### config.mk
export PLATFORM = sky130hd
export DESIGN_NAME = sign_test_flags
export DESIGN_NICKNAME = d
export VERILOG_FILES = /design/src/rtl/stf_pkg.sv /design/src/rtl/stf_chunk_scan.sv /design/src/rtl/stf_flag_reduce.sv /design/src/rtl/sign_test_flags.sv
export SDC_FILE = /design/constraint.sdc
export NUM_CORES = 1
export LEC_CHECK = 0
export ABC_CLOCK_PERIOD_IN_PS = 800
export BUFFER_PORTS_ARGS = -buffer_cell sky130_fd_sc_hd__buf_2
export CAP_MARGIN = 10
export CORE_AREA = 10 10 195 197
export CTS_CLUSTER_DIAMETER = 30
export DETAILED_ROUTE_END_ITERATION = 16
export DIE_AREA = 0 0 205 207
export PLACE_DENSITY = 0.3
export SETUP_SLACK_MARGIN = 0.3
export SLEW_MARGIN = 20
export SYNTH_ARGS = -nofsm -noshare
export SYNTH_HDL_FRONTEND = slang
export SYNTH_SLANG_ARGS = --single-unit
### constraint.sdc
create_clock -name clk -period 0.8 [get_ports clk]
set_input_delay 0.04 -clock clk [delete_from_list [all_inputs] [get_ports clk]]
set_output_delay 0.04 -clock clk [all_outputs]
set_load 0.05 [all_outputs]
### src/rtl/stf_pkg.sv
package stf_pkg;
  localparam int FLAG_W = 6;
  localparam int OF_BIT = 5;
  localparam int SF_BIT = 4;
  localparam int ZF_BIT = 3;
  localparam int AF_BIT = 2;
  localparam int PF_BIT = 1;
  localparam int CF_BIT = 0;

  typedef struct packed {
    logic zero_hit;
    logic carry_hit;
  } hit_t;
endpackage

### src/rtl/stf_chunk_scan.sv
module stf_chunk_scan #(
  parameter int CHUNK_W = 64
) (
  input  logic               elem64,
  input  logic               enable,
  input  logic [CHUNK_W-1:0] a,
  input  logic [CHUNK_W-1:0] b,
  output stf_pkg::hit_t      hit
);
  localparam int HI_SIGN = CHUNK_W - 1;
  localparam int LO_SIGN = CHUNK_W / 2 - 1;

  logic [CHUNK_W-1:0] sign_mask;
  logic [CHUNK_W-1:0] both_set;
  logic [CHUNK_W-1:0] b_only;

  always_comb begin
    sign_mask = '0;
    sign_mask[HI_SIGN] = enable;
    sign_mask[LO_SIGN] = enable & ~elem64;
    both_set = a & b & sign_mask;
    b_only   = ~a & b & sign_mask;
    hit.zero_hit  = |both_set;
    hit.carry_hit = |b_only;
  end
endmodule

### src/rtl/stf_flag_reduce.sv
module stf_flag_reduce #(
  parameter int NCHUNK = 4
) (
  input  stf_pkg::hit_t [NCHUNK-1:0] hits,
  output logic [stf_pkg::FLAG_W-1:0] flags
);
  logic any_zero_hit;
  logic any_carry_hit;

  always_comb begin
    any_zero_hit  = 1'b0;
    any_carry_hit = 1'b0;
    for (int k = 0; k < NCHUNK; k++) begin
      any_zero_hit  = any_zero_hit  | hits[k].zero_hit;
      any_carry_hit = any_carry_hit | hits[k].carry_hit;
    end
    flags = '0;
    flags[stf_pkg::ZF_BIT] = ~any_zero_hit;
    flags[stf_pkg::CF_BIT] = ~any_carry_hit;
  end
endmodule

### src/rtl/sign_test_flags.sv
module sign_test_flags #(
  parameter int VEC_W   = 256,
  parameter int CHUNK_W = 64
) (
  input  logic             clk,
  input  logic             rst,
  input  logic             valid_i,
  input  logic             elem64_i,
  input  logic             wide_i,
  input  logic [VEC_W-1:0] src_a_i,
  input  logic [VEC_W-1:0] src_b_i,
  output logic [5:0]       flags_o,
  output logic             done_o
);
  import stf_pkg::*;

  localparam int NCHUNK   = VEC_W / CHUNK_W;
  localparam int NARROW_N = NCHUNK / 2;

  hit_t [NCHUNK-1:0]  hits;
  logic [FLAG_W-1:0]  flags_next;

  for (genvar k = 0; k < NCHUNK; k++) begin : g_chunk
    logic chunk_en;
    if (k < NARROW_N) begin : g_low
      assign chunk_en = 1'b1;
    end else begin : g_high
      assign chunk_en = wide_i;
    end
    stf_chunk_scan #(.CHUNK_W(CHUNK_W)) u_scan (
      .elem64 (elem64_i),
      .enable (chunk_en),
      .a      (src_a_i[k*CHUNK_W +: CHUNK_W]),
      .b      (src_b_i[k*CHUNK_W +: CHUNK_W]),
      .hit    (hits[k])
    );
  end

  stf_flag_reduce #(.NCHUNK(NCHUNK)) u_reduce (
    .hits  (hits),
    .flags (flags_next)
  );

  always_ff @(posedge clk) begin
    if (rst) begin
      flags_o <= '0;
      done_o  <= 1'b0;
    end else begin
      done_o <= valid_i;
      if (valid_i) flags_o <= flags_next;
    end
  end

  // the four unused flags never leave zero
  a_r3_unused_zero: assert property (@(posedge clk) disable iff (rst)
    (flags_o[OF_BIT] | flags_o[SF_BIT] | flags_o[AF_BIT] | flags_o[PF_BIT]) == 1'b0);

  // done follows valid by one cycle
  a_r2_done_follows: assert property (@(posedge clk) disable iff (rst)
    valid_i |=> done_o);
  a_r2_done_only: assert property (@(posedge clk) disable iff (rst)
    !valid_i |=> !done_o);

  // result held between requests
  a_r9_hold: assert property (@(posedge clk) disable iff (rst)
    !valid_i |=> $stable(flags_o));

  // a common sign in chunk 0 high position clears ZF
  a_r4_zf_clear: assert property (@(posedge clk) disable iff (rst)
    (valid_i && src_a_i[CHUNK_W-1] && src_b_i[CHUNK_W-1]) |=> !flags_o[ZF_BIT]);

  // a b-only sign in chunk 0 high position clears CF
  a_r5_cf_clear: assert property (@(posedge clk) disable iff (rst)
    (valid_i && !src_a_i[CHUNK_W-1] && src_b_i[CHUNK_W-1]) |=> !flags_o[CF_BIT]);

  // zero second operand leaves both flags set
  a_r5_zero_b: assert property (@(posedge clk) disable iff (rst)
    (valid_i && src_b_i == '0) |=> (flags_o[ZF_BIT] && flags_o[CF_BIT]));
endmodule

# Word level (Yosys, flattened, before mapping)
# Index checks and enable logic that the tools add are counted.
classes:
  shifts: 0
  reduce_logical: 8
  add_sub_neg: 0
  div_mod_pow: 0
  n_mul: 0
  magnitude_cmp: 0
  n_bitwise: 30
  n_mux: 0
  n_eq_ne: 0
ops:
  columns: ["cell", "n"]
  rows:
  - ["bitwise AND 64 bit", 16]
  - ["OR reduction 64 bit", 8]
  - ["inverter 64 bit", 4]
  - ["OR 1 bit", 6]
  - ["inverter 1 bit", 3]
  - ["bitwise AND 1 bit", 1]
word_totals:
  mem_bits_rw: 0
  rom_bits: 0
  elab_cells: 40
  latchBits: 0
  out_inout_bits: 7
  mem_count: 0
  regBits: 3

# Depth between registers and ports, before layout
# Gate-level depths: netlist of run 1.
logic_depth:
  word_depth: 8
  mapped_depth: 4

# By module
# From an unflattened synthesis of run 1, not the netlist that was laid out.
unflattened:
  cells_unflattened: 53
  hier_area_um2: 478.0
by_module_without_submodules:
  columns: ["module", "n_inst", "seq_area_each_um2", "cells_each", "area_each_um2"]
  rows:
  - ["sign_test_flags", 1, 140.1, 22, 244.0]
  - ["stf_chunk_scan", 4, 0.0, 6, 43.8]
  - ["stf_flag_reduce", 1, 0.0, 7, 58.8]

# Least setup slack after synthesis of run 1
# No wires, ideal clock.
synth_timing:
  path_type: "register to register"
  from: "register, netlist name flags_o[0]"
  to: "register flags_o[0]"
  n_path_buf: 0
  stages_incl_launch_ff: 3
  path_slack_ns: -0.031
  arrival_time_ns: 0.762
  period_less_slack_ns: 0.831
  path_cell_list: "dfxtp_1 > nand2_1 > o21ai_1"
synth_lines:
  columns: ["element", "line_no", "text"]
  rows:
  - ["end signal, assigned", "sign_test_flags.sv:50", "if (valid_i) flags_o <= flags_next;"]
  - ["end, declared", "sign_test_flags.sv:12", "output logic [5:0] flags_o,"]

# Worst setup path in the final report of run 1
layout_timing:
  from: "register flags_o[3]"
  to: "output flags_o[3]"
# No word-level cell between the ends.

==> impl_metrics.ini, run 1 <==
[route]
wl_per_cell_um = 4.44
ant_nets = 0
routed-via-count = 361
drt-pass1-iter-count = 4
drtIter0Drc = 23
wirelength_mm = 2.34
viasPerCell = 0.685
drc = 0

[synth]
syn_area_sq_um = 265
synth_area_leaders = dfxtp_1 (23%), inv_1 (13%), a22oi_1 (11%)
ys_types = 15
synth_ff_type = dfxtp_1
synth-edff-count = 0
yosysMostFrequentCell = inv_1
avgSynthCellArea_sq_um = 7.17
synth_top_cell_by_area = dfxtp_1
syn_inst = 37
yosysSeqAreaShare = 0.226
synth-warning-count = 0
ys_top_cells_by_count = inv_1 (9), a22oi_1 (4), buf_4 (4)
ys_async_sr_fraction = 0
ys_ff_latch = 3
synth_top_area_frac = 0.226

[sta]
drv_slew = 0
hold_viol_final = 0
rsz0062_at_grt = true
fin_skew_ns = 0
period_needed_ns = 0.749
setup_ws_ns = 0.0515
whs_ns = 0.0775
fmax_ghz = 1.34
setup_viol = 0
finalCritPeriodShare = 0.936

[job]
drv_cap = 0

[power_and_ir_drop]
ir_worst_vdd_mv = 0.503
finalPower_mw = 1.24
p_per_area_nw_per_um2 = 1100
p_leak_nw = 0.311

[clocking]
htreeDepth = 1
cts_root_buffer = clkbuf_16
clock_sinks = 3
clk_pin_slew_worst_paths_ns = 0.03
clk_path_buf_depth = 2
cts_buffers = 3
clk_latency_ns = 0.22
cts_tree = yes

[setup_path]
path_cells = buf_12
worst-setup-path-type = reg2out
cp_num_buf_inv = 1
cp_top_family = flip-flops
cpMaxStageDelayCell = dfxtp_4
cp-start-kind = register
max_stage_delay_ns = 0.34
cp_max_fo = 2
end_kind = output pin
arrival_ns = 0.71
crit_required_ns = 0.76

[global_routing]
grt_pass1_wl_mm = 3.00
grt_max_degree = 4
grt_use_total = 0.0111
antenna_found_initial = 6
grt_pass1_vias = 357
grt_overflow = 0

[final_layout]
fin_area_sq_um = 1130
fin_util = 0.0332
nets = 587
area_delta_synth_final_pct = 326
drive_gt1_frac = 0.609

[place]
placed_area_sq_um = 970
post-place-ws_ns = 0.00455
dp_hpwl_mm = 2.26
place.gp.congestion = 0.551
port_buffers = 23

[die]
pin_count = 524
rows = 68
die_area_sq_um = 42400
core_area_sq_um = 34100
fp.dieW_um = 205
initial_utilization = 0.00777
die_h_um = 207

[worst_hold_path]
hold_path_class = in2reg

[status]
outcome = completed
-- registers in the layout (all words and copies together) (netlist names) --
name / count
flags_o: 2
done_o: 1
-- kinds of logic (layout without fill, tap and decap cells) --
| logic type | count (synthesis) | count (layout) | share of synthesized area |
|---|---|---|---|
| other cells | 1 | 7 | 0.0141 |
| buf+inv | 13 | 42 | 0.241 |
| flops | 3 | 3 | 0.226 |
| simple gates | 6 | 6 | 0.132 |
| compound gates | 14 | 14 | 0.387 |
-- cells in the final DEF, fill, tap and decap left out, drive strengths merged --
master / count
diode: 3
clkbuf: 4
a221oi: 1
o21ai: 4
nand2: 3
a22oi: 4
nor2: 1
o22ai: 3
conb: 4
buf: 29
a211o: 1
inv: 9
nand2b: 2
dfxtp: 3
a22o: 1
-- per-layer routing --
metal,vias up,part of all wire,GRT usage
li1,188,-,-
met1,135,0.45,0.0128
met2,24,0.34,0.0129
met3,10,0.18,0.0125
met4,4,0.018,0.00227
met5,-,0.012,0
-- stage by stage --
stage,instances,TNS [ns]
6_report,527,0
5_1_grt,524,0
4_1_cts,523,0
3_5_place_dp,518,0
3_3_place_gp,518,-0.00396
2_1_floorplan,40,0
-- power breakdown --
| part | switching, mW | internal [mW] |
|---|---|---|
| Sequential | 0.00843 | 0.158 |
| Clock | 0.125 | 0.657 |
| Combinational | 0.162 | 0.130 |
| Total | 0.295 | 0.944 |
-- cell type report --
cell class              instances  area, sq um
fillers                      4038        33000
clock buffers                   4         78.8
repair buffers                 29          204
flip-flops and latches          3         68.8
multi-input cells              24          169
inverters                       9         33.8
well taps                     455          569
diodes                          3         7.51
-- path summary, 6_finish.rpt --
path,cells after the start,startpoint,to,slack (ns)
worst max-delay path,1,flags_o[3],flags_o[3],0.05
worst min-delay path,3,valid_i,done_o,0.08
worst max register to register,3,flags_o[0],flags_o[0],0.12
worst min register to register,3,flags_o[0],flags_o[0],0.58
-- repair_timing --
action                                  in CTS  in global routing
setup buffers                                1                  1
pin swaps                                    0                  1
hold buffers                                 0                  0
endpoints found under the setup margin       5                  5
resized for setup                           10                  6
(Power assumes the default switching activity.)
==> run 2: changes to the inputs <==
==> constraint.sdc (replaced) <==
create_clock -name clk -period 0.8 [get_ports clk]
set_input_delay 0.2 -clock clk [delete_from_list [all_inputs] [get_ports clk]]
set_output_delay 0.2 -clock clk [all_outputs]
set_load 0.05 [all_outputs]
==> run 2 against run 1 <==
  * The flow now finishes with violations (negative setup slack)
  * Clock skew stayed put
  * Clock power is 2% higher
  * Sequential share of layout area is 0.38 points lower
  * First-iteration DRC count is 61% lower
  * Worst hold slack better by 0.16 ns
  * Sequential power hardly changed
  * Flip-flop and latch count stayed put
  * Global-route usage hardly changed
  * Fmax is 18% lower
  * Critical endpoint is now flags_o[0]
==> impl_metrics.ini, run 2 (same netlist as run 1, synthesis figures left out) <==
[die]
die_h_um = 207
core_area_sq_um = 34100
initial_utilization = 0.00777
rows = 68
die_area_sq_um = 42400
pin_count = 524
fp.dieW_um = 205

[sta]
rsz0062_at_grt = true
hold_viol_final = 0
setup_viol = 3
setup_tns_ns = -0.312
fin_skew_ns = 0
setup_ws_ns = -0.111
fmax_ghz = 1.10
finalCritPeriodShare = 1.14
period_needed_ns = 0.911
drv_slew = 0

[route]
drt-pass1-iter-count = 2
drtIter0Drc = 9
routed-via-count = 360
viasPerCell = 0.681
ant_nets = 0
wirelength_mm = 2.40
wl_per_cell_um = 4.53
drc = 0

[place]
place.gp.congestion = 0.586
port_buffers = 23
post-place-ws_ns = -0.233
dp_hpwl_mm = 2.28

[power_and_ir_drop]
finalPower_mw = 1.30
p_per_area_nw_per_um2 = 1070
p_leak_nw = 0.332
ir_worst_vdd_mv = 0.442

[final_layout]
drive_gt1_frac = 0.690
regMostFlops = flags_o
area_delta_synth_final_pct = 355
largest_reg_flops = 2
largestRegisters = flags_o: 2 flops, done_o: 1 flops
final_common_cell = buf_2
nets = 589
final_cell_mix = buf_2 (16), buf_6 (7), inv_1 (5), buf_4 (5)

[job]
drv_cap = 0

[global_routing]
grt_pass1_vias = 369
grt_pass1_wl_mm = 2.99
grt_use_total = 0.0110
antenna_found_initial = 5
grt_max_degree = 4
grt_overflow = 0

[clocking]
cts_tree = yes
htreeDepth = 1
clock_sinks = 3
clk_latency_ns = 0.22
holdBufCountCts = 0
cts_buffers = 3
clk_path_buf_depth = 2
clk_pin_slew_worst_paths_ns = 0.03
cts_root_buffer = clkbuf_16

[setup_path]
cp_num_buf_inv = 1
r2r_setup_slack_ns = 0.24
cp_top_family = flip-flops
cp_max_fo = 2
path_cells = buf_12
max_stage_delay_ns = 0.34
arrival_ns = 0.71
worst-setup-path-type = reg2out
cp-start-kind = register
cpMaxStageDelayCell = dfxtp_4
crit_required_ns = 0.60
end_kind = output pin

[status]
violations = negative setup slack
outcome = finished, violations left

[worst_hold_path]
hold_path_class = in2reg
run 2: cell count changes in the layout (fill, tap and decap cells not counted), sizes merged:
cell / before / now
buf: 29 / 31
run 2: per-layer routing:
metal,wire (um),vias to the layer above,part of all wire,track usage
met1,955,141,0.40,0.0111
met4,15,2,0.0063,0.00152
met5,13,-,0.0054,0
li1,-,192,-,-
met2,777,21,0.32,0.0119
met3,634,4,0.26,0.0167
run 2: repair_timing:
action,CTS,global route
buffers inserted,1,1
pin swaps,4,5
endpoints found under the setup margin,5,6
gates resized for setup,12,6
run 2: power by group:
group	internal [mW]	switching, mW
Combinational	0.160	0.175
Clock	0.658	0.138
Sequential	0.158	0.00840
run 2: per-stage QoR:
step	std cells	area [sq um]	hold slack [ns]	utilization
2_1_floorplan	40	285	0.309	-
3_3_place_gp	520	1030	0.479	0.0302
5_1_grt	526	1200	0.263	0.0352
6_report	529	1210	0.239	0.0354
3_5_place_dp	520	1030	0.472	0.0302
4_1_cts	525	1170	0.239	0.0343
run 2: path summary, 6_finish.rpt:
path,start,endpoint,cells past startpoint
hold reg to reg,flags_o[3],flags_o[3],2
setup reg to reg,flags_o[0],flags_o[0],2
setup / recovery,flags_o[0],flags_o[0],1
hold / removal,rst,flags_o[0],4
run 2: layout make-up:
type,count,area [sq um]
timing repair buffer,31,256
fill,4038,32900
sequential,3,68.8
clock buffer,4,78.8
multi-input combinational,24,193
tap,455,569
antenna,3,7.51
inverter,9,33.8
